## config.mk

```make
export PLATFORM = sky130hd
export DESIGN_NAME = sig_irq_regs
export DESIGN_NICKNAME = d
export VERILOG_FILES = /design/src/rtl/sig_irq_pkg.sv /design/src/rtl/sig_irq_decode.sv /design/src/rtl/sig_irq_flag_bank.sv /design/src/rtl/sig_irq_out.sv /design/src/rtl/sig_irq_regs.sv
export SDC_FILE = /design/constraint.sdc
export NUM_CORES = 1
export LEC_CHECK = 0
export BUFFER_PORTS_ARGS = -buffer_cell sky130_fd_sc_hd__buf_2
export CORE_MARGIN = 3
export CORE_UTILIZATION = 45
export CTS_CLUSTER_SIZE = 14
export DETAILED_ROUTE_END_ITERATION = 12
export HOLD_SLACK_MARGIN = 0.1
export PLACE_DENSITY = 0.84
export SYNTH_ARGS = -nofsm -noshare
export SYNTH_HDL_FRONTEND = slang
export SYNTH_HIERARCHICAL = 1
export SYNTH_SLANG_ARGS = --single-unit
```

## constraint.sdc

```tcl
create_clock -name clk_i -period 2.5 [get_ports clk_i]
set_clock_uncertainty 0.15 [all_clocks]
set_input_delay 0.5 -clock clk_i [delete_from_list [all_inputs] [get_ports clk_i]]
set_output_delay 0.5 -clock clk_i [all_outputs]
set_load 0.05 [all_outputs]
```

## src/rtl/sig_irq_pkg.sv

```systemverilog
package sig_irq_pkg;
  // field index; field f of a register spans [f*LINES +: LINES]
  localparam int unsigned FLD_LM      = 0;
  localparam int unsigned FLD_SIG     = 1;
  localparam int unsigned FLD_EN_LM   = 2;
  localparam int unsigned FLD_EN_SIG  = 3;
  localparam int unsigned FLD_CLR_LM  = 0;
  localparam int unsigned FLD_CLR_SIG = 1;
  localparam int unsigned FLD_SET_LM  = 2;
  localparam int unsigned FLD_SET_SIG = 3;
  localparam int unsigned NUM_FLD     = 4;
endpackage

```

## src/rtl/sig_irq_decode.sv

```systemverilog
module sig_irq_decode
  import sig_irq_pkg::*;
#(
  parameter int unsigned ADDR_W      = 16,
  parameter int unsigned LINES       = 2,
  parameter logic [ADDR_W-1:0] STATUS_ADDR = 16'h1001,
  parameter logic [ADDR_W-1:0] CTRL_ADDR   = 16'h1000,
  localparam int unsigned DW = NUM_FLD * LINES
) (
  input  logic              clk_i,
  input  logic              rst_ni,
  input  logic [ADDR_W-1:0] bus_addr_i,
  input  logic              bus_wr_i,
  input  logic [DW-1:0]     bus_wdata_i,
  input  logic              rmt_wr_i,
  input  logic [DW-1:0]     rmt_wdata_i,
  input  logic [DW-1:0]     status_i,
  output logic              en_we_o,
  output logic [2*LINES-1:0] en_wdata_o,
  output logic [LINES-1:0]  set_sig_o,
  output logic [LINES-1:0]  set_lm_o,
  output logic [LINES-1:0]  clr_sig_o,
  output logic [LINES-1:0]  clr_lm_o,
  output logic [DW-1:0]     rdata_o
);
  logic          hit_st, hit_ct;
  logic [DW-1:0] loc_strb, rmt_strb, strb;

  assign hit_st = (bus_addr_i == STATUS_ADDR);
  assign hit_ct = (bus_addr_i == CTRL_ADDR);

  assign loc_strb = (bus_wr_i && hit_ct) ? bus_wdata_i : '0;
  assign rmt_strb = rmt_wr_i ? rmt_wdata_i : '0;
  assign strb     = loc_strb | rmt_strb;

  assign set_sig_o = strb[FLD_SET_SIG*LINES +: LINES];
  assign set_lm_o  = strb[FLD_SET_LM*LINES  +: LINES];
  assign clr_sig_o = strb[FLD_CLR_SIG*LINES +: LINES];
  assign clr_lm_o  = strb[FLD_CLR_LM*LINES  +: LINES];

  assign en_we_o    = bus_wr_i && hit_st;
  assign en_wdata_o = bus_wdata_i[DW-1 -: 2*LINES];

  // control register is write-only strobes: reads 0
  assign rdata_o = hit_st ? status_i : '0;


  stray_wr_chk: assert property (@(posedge clk_i) disable iff (!rst_ni)
    (bus_wr_i && !hit_st && !hit_ct && !rmt_wr_i) |->
      (!en_we_o && set_sig_o == '0 && set_lm_o == '0 && clr_sig_o == '0 && clr_lm_o == '0));

  ctrl_rd_zero_chk: assert property (@(posedge clk_i) disable iff (!rst_ni)
    !hit_st |-> rdata_o == '0);
endmodule

```

## src/rtl/sig_irq_flag_bank.sv

```systemverilog
module sig_irq_flag_bank #(
  parameter int unsigned W = 2
) (
  input  logic         clk_i,
  input  logic         rst_ni,
  input  logic [W-1:0] set_i,
  input  logic [W-1:0] clr_i,
  output logic [W-1:0] flag_o
);
  logic [W-1:0] flag_q;

  for (genvar i = 0; i < W; i++) begin : g_flag
    always_ff @(posedge clk_i or negedge rst_ni) begin
      if (!rst_ni)        flag_q[i] <= 1'b0;
      else if (set_i[i])  flag_q[i] <= 1'b1;  // set dominates
      else if (clr_i[i])  flag_q[i] <= 1'b0;
    end


    set_wins_chk: assert property (@(posedge clk_i) disable iff (!rst_ni)
      set_i[i] |=> flag_o[i]);

    clr_only_chk: assert property (@(posedge clk_i) disable iff (!rst_ni)
      (clr_i[i] && !set_i[i]) |=> !flag_o[i]);

    hold_chk: assert property (@(posedge clk_i) disable iff (!rst_ni)
      (!set_i[i] && !clr_i[i]) |=> $stable(flag_o[i]));
  end

  assign flag_o = flag_q;
endmodule

```

## src/rtl/sig_irq_out.sv

```systemverilog
module sig_irq_out #(
  parameter int unsigned LINES = 2
) (
  input  logic             clk_i,
  input  logic             rst_ni,
  input  logic [LINES-1:0] sig_i,
  input  logic [LINES-1:0] lm_i,
  input  logic [LINES-1:0] en_sig_i,
  input  logic [LINES-1:0] en_lm_i,
  output logic [LINES-1:0] irq_o
);
  logic [LINES-1:0] hit, irq_q;

  assign hit = (sig_i & en_sig_i) | (lm_i & en_lm_i);

  always_ff @(posedge clk_i or negedge rst_ni) begin
    if (!rst_ni) irq_q <= '0;
    else         irq_q <= hit;
  end

  assign irq_o = irq_q;

  for (genvar i = 0; i < LINES; i++) begin : g_chk

    irq_idle_chk: assert property (@(posedge clk_i) disable iff (!rst_ni)
      (!sig_i[i] && !lm_i[i]) |=> !irq_o[i]);

    irq_mask_chk: assert property (@(posedge clk_i) disable iff (!rst_ni)
      (!en_sig_i[i] && !en_lm_i[i]) |=> !irq_o[i]);
  end
endmodule

```

## src/rtl/sig_irq_regs.sv

```systemverilog
module sig_irq_regs
  import sig_irq_pkg::*;
#(
  parameter int unsigned ADDR_W      = 16,
  parameter int unsigned LINES       = 2,
  parameter logic [ADDR_W-1:0] STATUS_ADDR = 16'h1001,
  parameter logic [ADDR_W-1:0] CTRL_ADDR   = 16'h1000,
  localparam int unsigned DW = NUM_FLD * LINES
) (
  input  logic              clk_i,
  input  logic              rst_ni,
  input  logic [ADDR_W-1:0] bus_addr_i,
  input  logic              bus_wr_i,
  input  logic [DW-1:0]     bus_wdata_i,
  output logic [DW-1:0]     bus_rdata_o,
  input  logic              rmt_wr_i,
  input  logic [DW-1:0]     rmt_wdata_i,
  output logic [LINES-1:0]  irq_o
);
  logic               en_we;
  logic [2*LINES-1:0] en_wdata, en_q;
  logic [LINES-1:0]   set_sig, set_lm, clr_sig, clr_lm, sig_q, lm_q;
  logic [DW-1:0]      status;

  assign status = {en_q, sig_q, lm_q};

  sig_irq_decode #(
    .ADDR_W(ADDR_W), .LINES(LINES),
    .STATUS_ADDR(STATUS_ADDR), .CTRL_ADDR(CTRL_ADDR)
  ) u_decode (
    .clk_i, .rst_ni,
    .bus_addr_i, .bus_wr_i, .bus_wdata_i,
    .rmt_wr_i, .rmt_wdata_i,
    .status_i   (status),
    .en_we_o    (en_we),
    .en_wdata_o (en_wdata),
    .set_sig_o  (set_sig),
    .set_lm_o   (set_lm),
    .clr_sig_o  (clr_sig),
    .clr_lm_o   (clr_lm),
    .rdata_o    (bus_rdata_o)
  );

  always_ff @(posedge clk_i or negedge rst_ni) begin
    if (!rst_ni)    en_q <= '0;
    else if (en_we) en_q <= en_wdata;
  end

  sig_irq_flag_bank #(.W(LINES)) u_sig (
    .clk_i, .rst_ni, .set_i(set_sig), .clr_i(clr_sig), .flag_o(sig_q)
  );

  sig_irq_flag_bank #(.W(LINES)) u_lm (
    .clk_i, .rst_ni, .set_i(set_lm), .clr_i(clr_lm), .flag_o(lm_q)
  );

  sig_irq_out #(.LINES(LINES)) u_out (
    .clk_i, .rst_ni,
    .sig_i    (sig_q),
    .lm_i     (lm_q),
    .en_sig_i (en_q[2*LINES-1 -: LINES]),
    .en_lm_i  (en_q[LINES-1:0]),
    .irq_o
  );


  en_load_chk: assert property (@(posedge clk_i) disable iff (!rst_ni)
    bus_wr_i && bus_addr_i == STATUS_ADDR |=> en_q == $past(bus_wdata_i[DW-1 -: 2*LINES]));

  en_hold_chk: assert property (@(posedge clk_i) disable iff (!rst_ni)
    !(bus_wr_i && bus_addr_i == STATUS_ADDR) |=> $stable(en_q));
endmodule

```

==> impl_metrics.ini <==
[worst_setup_path]
max_stage_delay_ns = 0.31
endpoint_kind = primary output
crit_arrival_ns = 1.65
start_kind = input pin
reg2reg_depth = 1
path_depth = 5
path_delay_family = simple AND/OR/NAND/NOR gates
cp_common_cell = buf_2
path_class = input pin to primary output
path_buf_inv = 2
crit_chain = buf_2 > nor4_4 > nand4_4 > nor3_2 > buf_2
path_max_fanout = 10
required_ns = 1.85
cpMaxStageDelayCell = nor4_4

[cells_and_area]
multi_input_area_um2 = 385
final_nets = 161
diodes = 0
num-fill-cells = 115
finalNonFillerCells = 139
seqCellArea_um2 = 250
drive_gt1_frac = 0.548
areaGrowthSynthToFinish_pct = 33.8

[synth]
synth-simple-area-share = 0.338
synth_seq_area_share = 0.340
muxShareOfSynthArea = 0.0611
synth_area_leader_cell = dfrtp_1
synth_area_leaders = dfrtp_1 34%, nor3_2 12%, nand2_1 8.1%
syn_inst = 80
yosysUniqueCellTypes = 19
synth_area_per_cell_um2 = 9.21
synthesis.nets = 116
synth_top_area_frac = 0.340
synth_top_family_by_area = simple AND/OR/NAND/NOR gates
synth-xor-area-share = 0
synth_fa_ha_area_frac = 0
synth_seq_cells = 10
syn_area_um2 = 737
synth_compound_area_frac = 0.124
ys_warn_count = 6

[route]
drtIter0Drc = 1
vias = 666
vias_per_cell = 4.79
wirelength_um = 1630
post-route-drc-count = 0
avgRoutedWirePerCell_um = 11.7
drtPass1Iterations = 4
final_antenna_net_count = 0

[floorplan]
rows = 13
num_io_pins = 46
die_area_um2 = 2160
core_area_um2 = 1420
die_w_um = 46.5
die_h_um = 46.5
start_util = 0.521

[global_route]
grt_pass1_vias = 660
track_usage = 0.167
grt_max_degree = 11
overflow = 0
grt_pass1_wl_um = 2660
antenna_found_initial = 0

[clock_network]
clkSinkCount = 10
htreeDepth = 1
cts_tree = done
clk_pin_slew_worst_paths_ns = 0.06
cts-root-buf = clkbuf_4
cts_buffer_depth = 2
cts_setup_buffers = 0
cts_buffers = 3
clkLatencyLatePin_ns = 0.26

[sta]
rsz0062_at_grt = no
post-route-period-util = 0.921
slew_headroom = 0.614
hold_viol = 0
period_minus_slack_ns = 2.30
setup_viol = 0
slew_violations = 0
fmax_mhz = 434
fin_setup_tns_ns = 0
max_slew.worst_pin.slew_ns = 0.577

[placed_design]
place_congestion = 0.761
place_hpwl_um = 1380
portBuffers = 45
post-place-cells = 134

[pwr]
p_leak_nw = 0.529
power_density_nw_per_um2 = 393
ir_drop_uv = 194

[min_path]
holdPathStages = 2
hold_path_class = input pin to flip-flop

[job]
max_cap_viol_count = 0

[status]
status = complete, no violations
==> cell usage after synthesis (all sizes together) <==
cell type,n
nor4b,1
clkinv,1
clkbuf,1
nor3,10
a21o,4
nand2,16
nor4,2
dfrtp,10
buf,6
nor2b,1
mux2,4
o21ai,8
inv,13
nand4,1
a22o,2
==> report_power, final <==
part	internal, W	switching (W)
clock	0.0000883	0.0000536
combinational	0.0000342	0.0000353
sequential	0.000169	0.00000691
==> path summary, 6_finish.rpt <==
| path | start | endpoint | slack, ns |
|---|---|---|---|
| worst max-delay path | bus_addr_i[7] | bus_rdata_o[4] | 0.20 |
| worst max register to register | en_q[2] | en_q[2] | 1.56 |
| max in group asynchronous | rst_ni | en_q[1] | 1.52 |
| worst min register to register | en_q[1] | u_out/irq_o[1] | 0.37 |
| worst min-delay path | bus_wdata_i[7] | en_q[3] | 0.35 |
| min in group asynchronous | rst_ni | u_lm/flag_o[1] | 0.49 |
==> per-stage QoR <==
stage,utilization,cell area (um^2),setup WS [ns],total power [W],hold slack [ns]
floorplan,-,737,0.0993,0.000211,0.0544
global placement,0.664,940,0.226,0.000245,0.214
detailed placement,0.664,940,0.174,0.000248,0.225
CTS,0.697,986,0.178,0.000392,0.339
global route,0.697,986,0.0774,0.000407,0.350
finish,0.697,986,0.197,0.000388,0.346
==> registers in the layout (all words and copies together), names as in the netlist <==
register	flops
en_q	4
u_lm/flag_o	2
u_out/irq_o	2
u_sig/flag_o	2
==> area by class of cell <==
cell class	instances	area share
flip-flops and latches	10	0.254
repair buffers	47	0.246
inverters	14	0.0533
well taps	15	0.0190
multi-input cells	49	0.391
clock buffers	4	0.0368
==> cell families after synthesis <==
logic type	after synthesis
buffers and inverters	21
AOI/OAI and AO/OA	14
DFF	10
muxes	4
and+or+nand+nor	31
==> layer usage <==
layer  vias to the layer above  track usage  part of all wire
met5                         -            0                 0
met4                         0       0.0511                 0
met3                         0       0.0234              0.11
met2                        42        0.286              0.48
met1                       279        0.213              0.41
li1                        345            -                 -
==> cells in the final DEF (no fill, tap or decap), drive strengths merged <==
cell type,netlist,layout
mux2,4,4
a22o,2,2
nand4,1,1
nor3,10,10
nor4b,1,1
inv,13,13
clkbuf,1,4
o21ai,8,8
clkinv,1,1
buf,6,46
nor4,2,2
nand2,16,16
dfrtp,10,10
nor2b,1,1
dlygate4sd3,0,1
a21o,4,4
==> repair_timing <==
| action | 4_1_cts | 5_1_grt |
|---|---|---|
| resized for setup | 0 | 0 |
| hold endpoints to repair | 10 | 0 |
| hold buffers | 1 | 0 |
Power figures use the tool's default switching activity.
